$ cat src/rtl/sar_seq_pkg.sv
package sar_seq_pkg;
  localparam int unsigned DEF_CODE_W = 8;
  typedef enum logic { CH_A = 1'b0, CH_B = 1'b1 } chan_e;
endpackage

$ cat src/rtl/sar_rst_sync.sv
module sar_rst_sync (
  input  logic clk,
  input  logic rst_n,
  output logic rst_sync_n
);
  logic [1:0] pipe_q;

  always_ff @(posedge clk or negedge rst_n) begin
    if (!rst_n) pipe_q <= 2'b00;
    else        pipe_q <= {pipe_q[0], 1'b1};
  end

  assign rst_sync_n = pipe_q[1];
endmodule

$ cat src/rtl/sar_edge_tap.sv
module sar_edge_tap #(
  parameter bit RISE    = 1'b1,
  parameter bit IDLE_LV = 1'b1
) (
  input  logic clk,
  input  logic rst_n,
  input  logic level,
  output logic pulse
);
  logic last_q;

  always_ff @(posedge clk or negedge rst_n) begin
    if (!rst_n) last_q <= IDLE_LV;
    else        last_q <= level;
  end

  generate
    if (RISE) begin : g_rise
      assign pulse = level & ~last_q;
    end else begin : g_fall
      assign pulse = ~level & last_q;
    end
  endgenerate
endmodule

$ cat src/rtl/sar_core.sv
module sar_core
  import sar_seq_pkg::*;
#(
  parameter int unsigned CODE_W = DEF_CODE_W
) (
  input  logic              clk,
  input  logic              rst_n,
  input  logic              start,
  input  chan_e             ch_in,
  input  logic              step,
  input  logic              cmp_in,
  output logic              busy,
  output chan_e             ch_held,
  output logic [CODE_W-1:0] trial,
  output logic              done,
  output logic [CODE_W-1:0] fin_code
);
  localparam int unsigned PTR_W = $clog2(CODE_W);
  localparam logic [CODE_W-1:0] MSB_ONLY = {1'b1, {(CODE_W-1){1'b0}}};

  logic              busy_q, busy_d;
  logic [CODE_W-1:0] sar_q, sar_d;
  logic [PTR_W-1:0]  ptr_q, ptr_d;
  chan_e             ch_q;
  logic              upd_en;

  always_comb begin
    busy_d   = busy_q;
    sar_d    = sar_q;
    ptr_d    = ptr_q;
    done     = 1'b0;
    fin_code = sar_q;
    fin_code[ptr_q] = cmp_in;
    if (start) begin
      busy_d = 1'b1;
      sar_d  = MSB_ONLY;
      ptr_d  = PTR_W'(CODE_W - 1);
    end else if (busy_q && step) begin
      sar_d[ptr_q] = cmp_in;
      if (ptr_q == '0) begin
        done   = 1'b1;
        busy_d = 1'b0;
        sar_d  = '0;
      end else begin
        sar_d[ptr_q - PTR_W'(1)] = 1'b1;
        ptr_d = ptr_q - PTR_W'(1);
      end
    end
  end

  assign upd_en = start | (busy_q & step);

  always_ff @(posedge clk or negedge rst_n) begin
    if (!rst_n) begin
      busy_q <= 1'b0;
      sar_q  <= '0;
      ptr_q  <= '0;
      ch_q   <= CH_A;
    end else if (upd_en) begin
      busy_q <= busy_d;
      sar_q  <= sar_d;
      ptr_q  <= ptr_d;
      if (start) ch_q <= ch_in;
    end
  end

  assign busy    = busy_q;
  assign trial   = sar_q;
  assign ch_held = ch_q;

  assert_start_msb_R2: assert property (@(posedge clk) disable iff (!rst_n)
    start |=> (sar_q == MSB_ONLY && busy_q));
  assert_idle_clear_R6: assert property (@(posedge clk) disable iff (!rst_n)
    !busy_q |-> (sar_q == '0));
  assert_hold_between_R3: assert property (@(posedge clk) disable iff (!rst_n)
    (busy_q && !step) |=> $stable(sar_q));
  assert_chan_kept_R7: assert property (@(posedge clk) disable iff (!rst_n)
    busy_q |=> $stable(ch_q));
endmodule

$ cat src/rtl/sar_result_latch.sv
module sar_result_latch
  import sar_seq_pkg::*;
#(
  parameter int unsigned CODE_W = DEF_CODE_W
) (
  input  logic              clk,
  input  logic              rst_n,
  input  logic              load,
  input  logic [CODE_W-1:0] code,
  input  chan_e             ch,
  input  logic              start,
  input  logic              rd,
  output logic [CODE_W-1:0] result,
  output chan_e             result_ch,
  output logic              eoc_n
);
  logic [CODE_W-1:0] res_q, res_d;
  chan_e             rch_q, rch_d;
  logic              eoc_q, eoc_d;

  always_comb begin
    res_d = res_q;
    rch_d = rch_q;
    eoc_d = eoc_q;
    if (load) begin
      res_d = code;
      rch_d = ch;
      eoc_d = 1'b0;
    end else if (start || rd) begin
      eoc_d = 1'b1;
    end
  end

  always_ff @(posedge clk or negedge rst_n) begin
    if (!rst_n) begin
      res_q <= '0;
      rch_q <= CH_A;
      eoc_q <= 1'b1;
    end else begin
      if (load) begin
        res_q <= res_d;
        rch_q <= rch_d;
      end
      eoc_q <= eoc_d;
    end
  end

  assign result    = res_q;
  assign result_ch = rch_q;
  assign eoc_n     = eoc_q;

  assert_result_kept_R8: assert property (@(posedge clk) disable iff (!rst_n)
    !load |=> $stable(res_q));
  assert_flag_release_R8: assert property (@(posedge clk) disable iff (!rst_n)
    (!load && (start || rd)) |=> eoc_q);
endmodule

$ cat src/rtl/sar_conv_seq.sv
module sar_conv_seq
  import sar_seq_pkg::*;
#(
  parameter int unsigned CODE_W = DEF_CODE_W
) (
  input  logic              clk,
  input  logic              rst_n,
  input  logic              cs_n,
  input  logic              wr_n,
  input  logic              rd_n,
  input  logic              ch_sel,
  input  logic              conv_clk,
  input  logic              cmp_in,
  output logic [CODE_W-1:0] trial_code,
  output logic              trial_ch,
  output logic              busy,
  output logic [CODE_W-1:0] result,
  output logic              result_ch,
  output logic              eoc_n
);
  logic              srst_n;
  logic              wr_rise, cck_fall, start_ok, rd_hit, done;
  logic [CODE_W-1:0] fin_code;
  chan_e             ch_held, res_ch;

  sar_rst_sync u_rst (.clk(clk), .rst_n(rst_n), .rst_sync_n(srst_n));

  sar_edge_tap #(.RISE(1'b1), .IDLE_LV(1'b1)) u_wr_edge (
    .clk(clk), .rst_n(srst_n), .level(wr_n), .pulse(wr_rise));

  sar_edge_tap #(.RISE(1'b0), .IDLE_LV(1'b0)) u_cck_edge (
    .clk(clk), .rst_n(srst_n), .level(conv_clk), .pulse(cck_fall));

  assign start_ok = wr_rise & ~cs_n & ~busy;
  assign rd_hit   = ~cs_n & ~rd_n;

  sar_core #(.CODE_W(CODE_W)) u_core (
    .clk(clk), .rst_n(srst_n), .start(start_ok), .ch_in(chan_e'(ch_sel)),
    .step(cck_fall), .cmp_in(cmp_in), .busy(busy), .ch_held(ch_held),
    .trial(trial_code), .done(done), .fin_code(fin_code));

  sar_result_latch #(.CODE_W(CODE_W)) u_latch (
    .clk(clk), .rst_n(srst_n), .load(done), .code(fin_code), .ch(ch_held),
    .start(start_ok), .rd(rd_hit), .result(result), .result_ch(res_ch),
    .eoc_n(eoc_n));

  assign trial_ch  = ch_held;
  assign result_ch = res_ch;

  assert_flag_with_idle_R5: assert property (@(posedge clk) disable iff (!srst_n)
    $fell(eoc_n) |-> $fell(busy));
  assert_no_restart_R7: assert property (@(posedge clk) disable iff (!srst_n)
    (busy && wr_rise && !cs_n && !cck_fall) |=> busy);
  assert_desel_ignored_R9: assert property (@(posedge clk) disable iff (!srst_n)
    (!busy && cs_n) |=> !busy);
endmodule

$ cat config.mk
export PLATFORM = sky130hd
export DESIGN_NAME = sar_conv_seq
export DESIGN_NICKNAME = d
export VERILOG_FILES = /design/src/rtl/sar_seq_pkg.sv /design/src/rtl/sar_rst_sync.sv /design/src/rtl/sar_edge_tap.sv /design/src/rtl/sar_core.sv /design/src/rtl/sar_result_latch.sv /design/src/rtl/sar_conv_seq.sv
export SDC_FILE = /design/constraint.sdc
export NUM_CORES = 1
export LEC_CHECK = 0
export CAP_MARGIN = 20
export CORE_ASPECT_RATIO = 1.1
export CORE_UTILIZATION = 35
export CTS_BUF_LIST = sky130_fd_sc_hd__clkbuf_2 sky130_fd_sc_hd__clkbuf_4 sky130_fd_sc_hd__clkbuf_8
export DETAILED_ROUTE_END_ITERATION = 10
export MAX_ROUTING_LAYER = met4
export PLACE_DENSITY = 0.63
export SETUP_SLACK_MARGIN = 0.2
export SYNTH_ARGS = -nofsm -noshare
export SYNTH_HDL_FRONTEND = slang
export SYNTH_HIERARCHICAL = 1
export SYNTH_SLANG_ARGS = --single-unit
$ cat constraint.sdc
create_clock -name clk -period 2.54 [get_ports clk]
set_input_delay 0.508 -clock clk [delete_from_list [all_inputs] [get_ports clk]]
set_output_delay 0.508 -clock clk [all_outputs]
set_load 0.005 [all_outputs]
Word level (Yosys, flattened, before mapping)
Index checks and enable logic that the tools add are counted.
{"block": "totals", "ff_bits": 27, "input_bits": 8, "out_inout_bits": 20, "elab_cells": 60}
{"block": "op_classes", "add_sub_neg": 1, "n_lt_le_gt_ge": 4, "eq_ne": 1, "mux": 19, "bitwise_logic": 13, "n_reduce_logical": 12}
{"cell": "$mux 8", "count": 3}
{"cell": "$mux 1", "count": 10}
{"cell": "$mux 3", "count": 3}
{"cell": "$bwmux 8", "count": 1}
{"cell": "$lt 3x4->1 const B", "count": 2}
{"cell": "$or 8x8->8", "count": 1}
{"cell": "$and 1x1->1", "count": 6}
{"cell": "$demux 1 s3", "count": 2}
{"cell": "$ge 3x1->1 const B", "count": 2}
{"cell": "$reduce_and 3->1", "count": 2}
{"cell": "$reduce_bool 2->1", "count": 3}
{"cell": "$not 1->1", "count": 5}
{"cell": "$reduce_and 2->1", "count": 2}
{"cell": "$logic_and 1x1->1", "count": 3}
{"cell": "$logic_not 3->1", "count": 1}
{"cell": "$sub 3x1->3 const B", "count": 1}
{"cell": "$ne 2x1->1 const B", "count": 1}
{"cell": "$logic_or 1x1->1", "count": 1}
{"cell": "$or 1x1->1", "count": 1}

Longest topological paths before layout
{"block": "logic_depth", "word_depth": 9, "ltp_mapped": 7, "mapped_depth_nobuf": 5}

Hierarchy
The synthesis kept the hierarchy.
{"mod": "sar_core", "n_inst": 1, "cells_each": 83, "area_per_inst_um2": 863.3, "seq_area_each_um2": 325.3}
{"mod": "sar_result_latch", "n_inst": 1, "cells_each": 22, "area_per_inst_um2": 406.6, "seq_area_each_um2": 251.5}
{"mod": "sar_rst_sync", "n_inst": 1, "cells_each": 3, "area_per_inst_um2": 53.8, "seq_area_each_um2": 50.0}
{"mod": "sar_edge_tap (u_wr_edge)", "n_inst": 1, "cells_each": 2, "area_per_inst_um2": 40.0, "seq_area_each_um2": 26.3}
{"mod": "sar_edge_tap (u_cck_edge)", "n_inst": 1, "cells_each": 2, "area_per_inst_um2": 38.8, "seq_area_each_um2": 25.0}
{"mod": "sar_conv_seq", "n_inst": 1, "cells_each": 2, "area_per_inst_um2": 16.3, "seq_area_each_um2": 0.0}

Worst setup path after synthesis
No wires, ideal clock.
{"block": "synth_timing", "path_type": "input port to flip-flop", "startpoint": "input wr_n", "endpoint": "register u_latch.res_q[0], in the netlist u_latch/result[0]", "setup_time_ns": 0.125, "arrival_ns": 1.886, "t_required_ns": 2.415, "setup_slack_ns": 0.529, "path_stages": 7, "path_buffers": 2, "cell_sequence": "nor2b_4 > nor3b_2 > clkbuf_1 > nand3b_1 > nor2_1 > buf_6 > mux2_4"}
{"block": "synth_between", "elab_chain_cells": 4}
{"item": "from (decl)", "line": "sar_conv_seq.sv:9", "rtl": "input logic wr_n,"}
{"item": "$and 1x1->1", "line": "sar_edge_tap.sv:19", "rtl": "assign pulse = level & ~last_q;"}
{"item": "$and 1x1->1 (2 in series)", "line": "sar_conv_seq.sv:34", "rtl": "assign start_ok = wr_rise & ~cs_n & ~busy;"}
{"item": "net start_ok", "line": "sar_conv_seq.sv:22", "rtl": "logic wr_rise, cck_fall, start_ok, rd_hit, done;"}
{"item": "$mux 1", "line": "sar_core.sv:34", "rtl": "if (start) begin"}
{"item": "net done", "line": "sar_conv_seq.sv:22"}
{"item": "to (signal assigned)", "line": "sar_result_latch.sv:41", "rtl": "res_q <= res_d;"}
{"item": "to (decl)", "line": "sar_result_latch.sv:17", "rtl": "logic [CODE_W-1:0] res_q, res_d;"}
The timed path passes the listed nets, and every way through them passes these cells.
A chain may end at the register's enable or synchronous reset.

Worst setup path in the final report
{"block": "layout_timing", "startpoint": "register u_core.ptr_q[1]", "endpoint": "register u_core.ptr_q[0]"}
{"block": "layout_between", "elab_chain_cells": 3}
{"item": "from (decl)", "line": "sar_core.sv:23", "rtl": "logic [PTR_W-1:0] ptr_q, ptr_d;"}
{"item": "from (signal assigned)", "line": "sar_core.sv:62", "rtl": "ptr_q <= ptr_d;"}
{"item": "$logic_not 3->1", "line": "sar_core.sv:40", "rtl": "if (ptr_q == '0) begin"}
{"item": "$ne 2x1->1 (no source line)"}
{"item": "$reduce_and 3->1 (no source line)"}
Every way passes these cells.

==> results_dict.tcl <==
set metrics [dict create \
    async_flop_share_pct 100.0 \
    cp_max_fo 12 \
    nets 156 \
    cts_resized 0 \
    avgSynthCellArea_um2 12.45 \
    drv_slew 0 \
    hold_slack_ps 229.3 \
    critical_path_class "register to register" \
    rsz0062_at_grt "no" \
    wl_mm 2.936 \
    ys_ff_latch 27 \
    fin_setup_tns_ps 0 \
    antenna_cells 0 \
    post-route-min-period_ps 2000 \
    grt_max_degree 26 \
    cts_setup_buffers 0 \
    htreeDepth 1 \
    pin_count 28 \
    drt_iter0_drc 64 \
    num_vias 1001 \
    cp-start-kind "register" \
    ant_nets 0 \
    portBuffers 27 \
    yosysWarnings 6 \
    tightest_slew_ps 580.0 \
    clock_path_buffers 2 \
    antenna_found_initial 0 \
    cts_hold_buffers 0 \
    synthCells 114 \
    clk_latency_ps 270 \
    root_buffer "clkbuf_8" \
    slew_headroom_pct 61.33 \
    synth_edf_count 0 \
    peakVddDrop_mv 0.5079 \
    timing.fmax_mhz 500.0 \
    drc 0 \
    outcome "finished clean" \
    finClkSkew_ps 2.078 \
    initial_utilization_pct 37.64 \
    setup_viol_count_final 0 \
    die_x_um 62.71 \
    grt_pass1_wl_mm 4.830 \
    place_congestion 0.8520 \
    required_ps 2690 \
    cts_sinks 27 \
    path_clk_slew_ps 90 \
    maxCapViolations 0 \
    power.density_nw_per_um2 1114 \
    grt.overflow.total 0 \
    dpl.hpwl_mm 2.030 \
    layout-drive-gt1-share_pct 22.76 \
    wl_per_cell_um 15.06 \
    cts_tree "built" \
    arrival_ps 2150 \
    syn_nets 124 \
    leakagePower_nw 0.7798 \
    hold_violations 0 \
    drt_pre_antenna_iters 5 \
    synth-main-ff-cell "dfrtp_1" \
    netlist_area_um2 1419 \
    area_growth_pct 27.51 \
    grt_use_total_pct 15.35 \
    crit_path_end_kind "register" \
    fp.coreArea_um2 3770 \
    rows 23 \
    hp-class "register to async pin" \
    grt_pass1_vias 981 \
    synth_seq_area_share_pct 47.80 \
    die_h_um 68.78 \
    final.period_utilization_pct 78.75 \
    viasPerCell 5.133 \
    dieArea_um2 4313 \
    numCtsBuffers 3 \
    yosys.cell_types.count 36 \
]
[stage by stage]
step                std cells  worst slack, ps  util [%]  cell area (um2)  total power (W)
floorplan                 114            529.3         -             1419         0.001381
global placement          190            336.4     46.37             1748         0.001750
detailed placement        190            248.6     46.37             1748         0.001774
CTS                       194            565.3     47.59             1794         0.002032
global route              195            440.6     47.99             1809         0.002158
finish                    195            539.9     47.99             1809         0.002016
[synth_stat cells, types with 2 or more instances]
cell	n	area share, %
nor3b_1	3	1.6
nor2_1	7	1.9
a21o_1	2	1.1
o21ai_0	2	0.71
nor2b_4	2	1.9
nand3b_1	3	1.6
ha_1	2	1.8
inv_1	2	0.53
buf_2	3	1.1
a221o_1	6	4.2
nor3_1	4	1.4
nor2b_1	2	0.88
nand2_1	2	0.53
nand3_1	3	1.1
a21oi_1	3	1.1
mux2_4	10	11
a221oi_1	2	1.2
mux2_2	6	4.8
nor4b_1	6	3.7
dfstp_2	2	3.7
buf_6	2	1.6
dfrtp_1	25	44
o31ai_1	2	1.1
[power by group]
part | internal, W | switching, W | total [W]
clock network | 0.000110 | 0.000132 | 0.000242
logic | 0.000616 | 0.000391 | 0.00101
registers | 0.000586 | 0.000180 | 0.000766
total | 0.00131 | 0.000703 | 0.00202
[kinds of logic after synthesis]
family                   count (synthesis)  synth area share [%]
XOR/XNOR                                 2                 1.235
adder cells (fa/ha/maj)                  2                 1.763
AO/OA/AOI/OAI                           18                 9.964
buffers and inverters                    8                 3.439
other                                    1                0.2643
AND/OR/NAND/NOR                         40                 20.20
multiplexers                            16                 15.34
flip-flops                              27                 47.80
[registers in the layout, summed over array words and instances, names as in the netlist]
name,count
u_core/ch_held,1
u_cck_edge/last_q,1
u_core/trial,8
u_wr_edge/last_q,1
u_core/ptr_q,3
u_rst/pipe_q,2
u_latch/result_ch,1
u_latch/result,8
u_latch/eoc_n,1
u_core/busy,1
[layout make-up]
cell class | count | area, um2
clock buffer | 3 | 41.29
clock inverter | 1 | 5.005
fill | 357 | 1961
inverter | 2 | 7.507
multi-input combinational | 79 | 691.9
sequential | 27 | 678.2
tap | 50 | 62.56
timing repair buffer | 33 | 322.8
[metal layers]
layer | GRT usage, % | part of all wire (%) | up-vias
met5 | - | 0 | -
met4 | 7.267 | 0.61 | 0
met3 | 2.467 | 3.7 | 2
met2 | 25.54 | 48 | 30
met1 | 18.53 | 47 | 485
li1 | - | - | 484
[critical path, stage by stage (launching register included)]
cell	delay (ps)
dfrtp_1	600
inv_1	130
ha_1	230
and2b_1	280
o21ai_0	190
or3b_2	450
[placed cells by master (no fill, tap or decap), types with 2 or more instances in the layout]
master and count:
nand3b_1 3, nor2b_4 2, clkbuf_8 3, nand3_1 3
nor3_1 4, a221oi_1 2, dfstp_2 2, nor4b_1 6
o31ai_1 2, nor3b_1 3, clkdlybuf4s50_1 27, a21o_1 2
nor2b_1 2, mux2_4 10, ha_1 2, nor2_1 7
inv_1 2, a21oi_1 3, mux2_2 6, a221o_1 6
o21ai_0 2, buf_4 5, dfrtp_1 25, nand2_1 2
[path summary, 6_finish.rpt]
check / start / end / slack [ps] / cells past startpoint
setup / recovery: u_core/ptr_q[1]$_DFFE_PN0P_ / u_core/ptr_q[0]$_DFFE_PN0P_ / 540 / 5
hold / removal: u_rst/pipe_q[1]$_DFF_PN0_ / u_core/trial[3]$_DFFE_PN0P_ / 230 / 0
setup reg to reg: u_core/ptr_q[1]$_DFFE_PN0P_ / u_core/ptr_q[0]$_DFFE_PN0P_ / 540 / 5
hold reg to reg: u_rst/pipe_q[1]$_DFF_PN0_ / u_core/trial[3]$_DFFE_PN0P_ / 230 / 0
max in group asynchronous: u_rst/pipe_q[1]$_DFF_PN0_ / u_core/trial[2]$_DFFE_PN0P_ / 1830 / 1
min in group clk: u_rst/pipe_q[0]$_DFF_PN0_ / u_rst/pipe_q[1]$_DFF_PN0_ / 360 / 0
(Power assumes the default switching activity.)
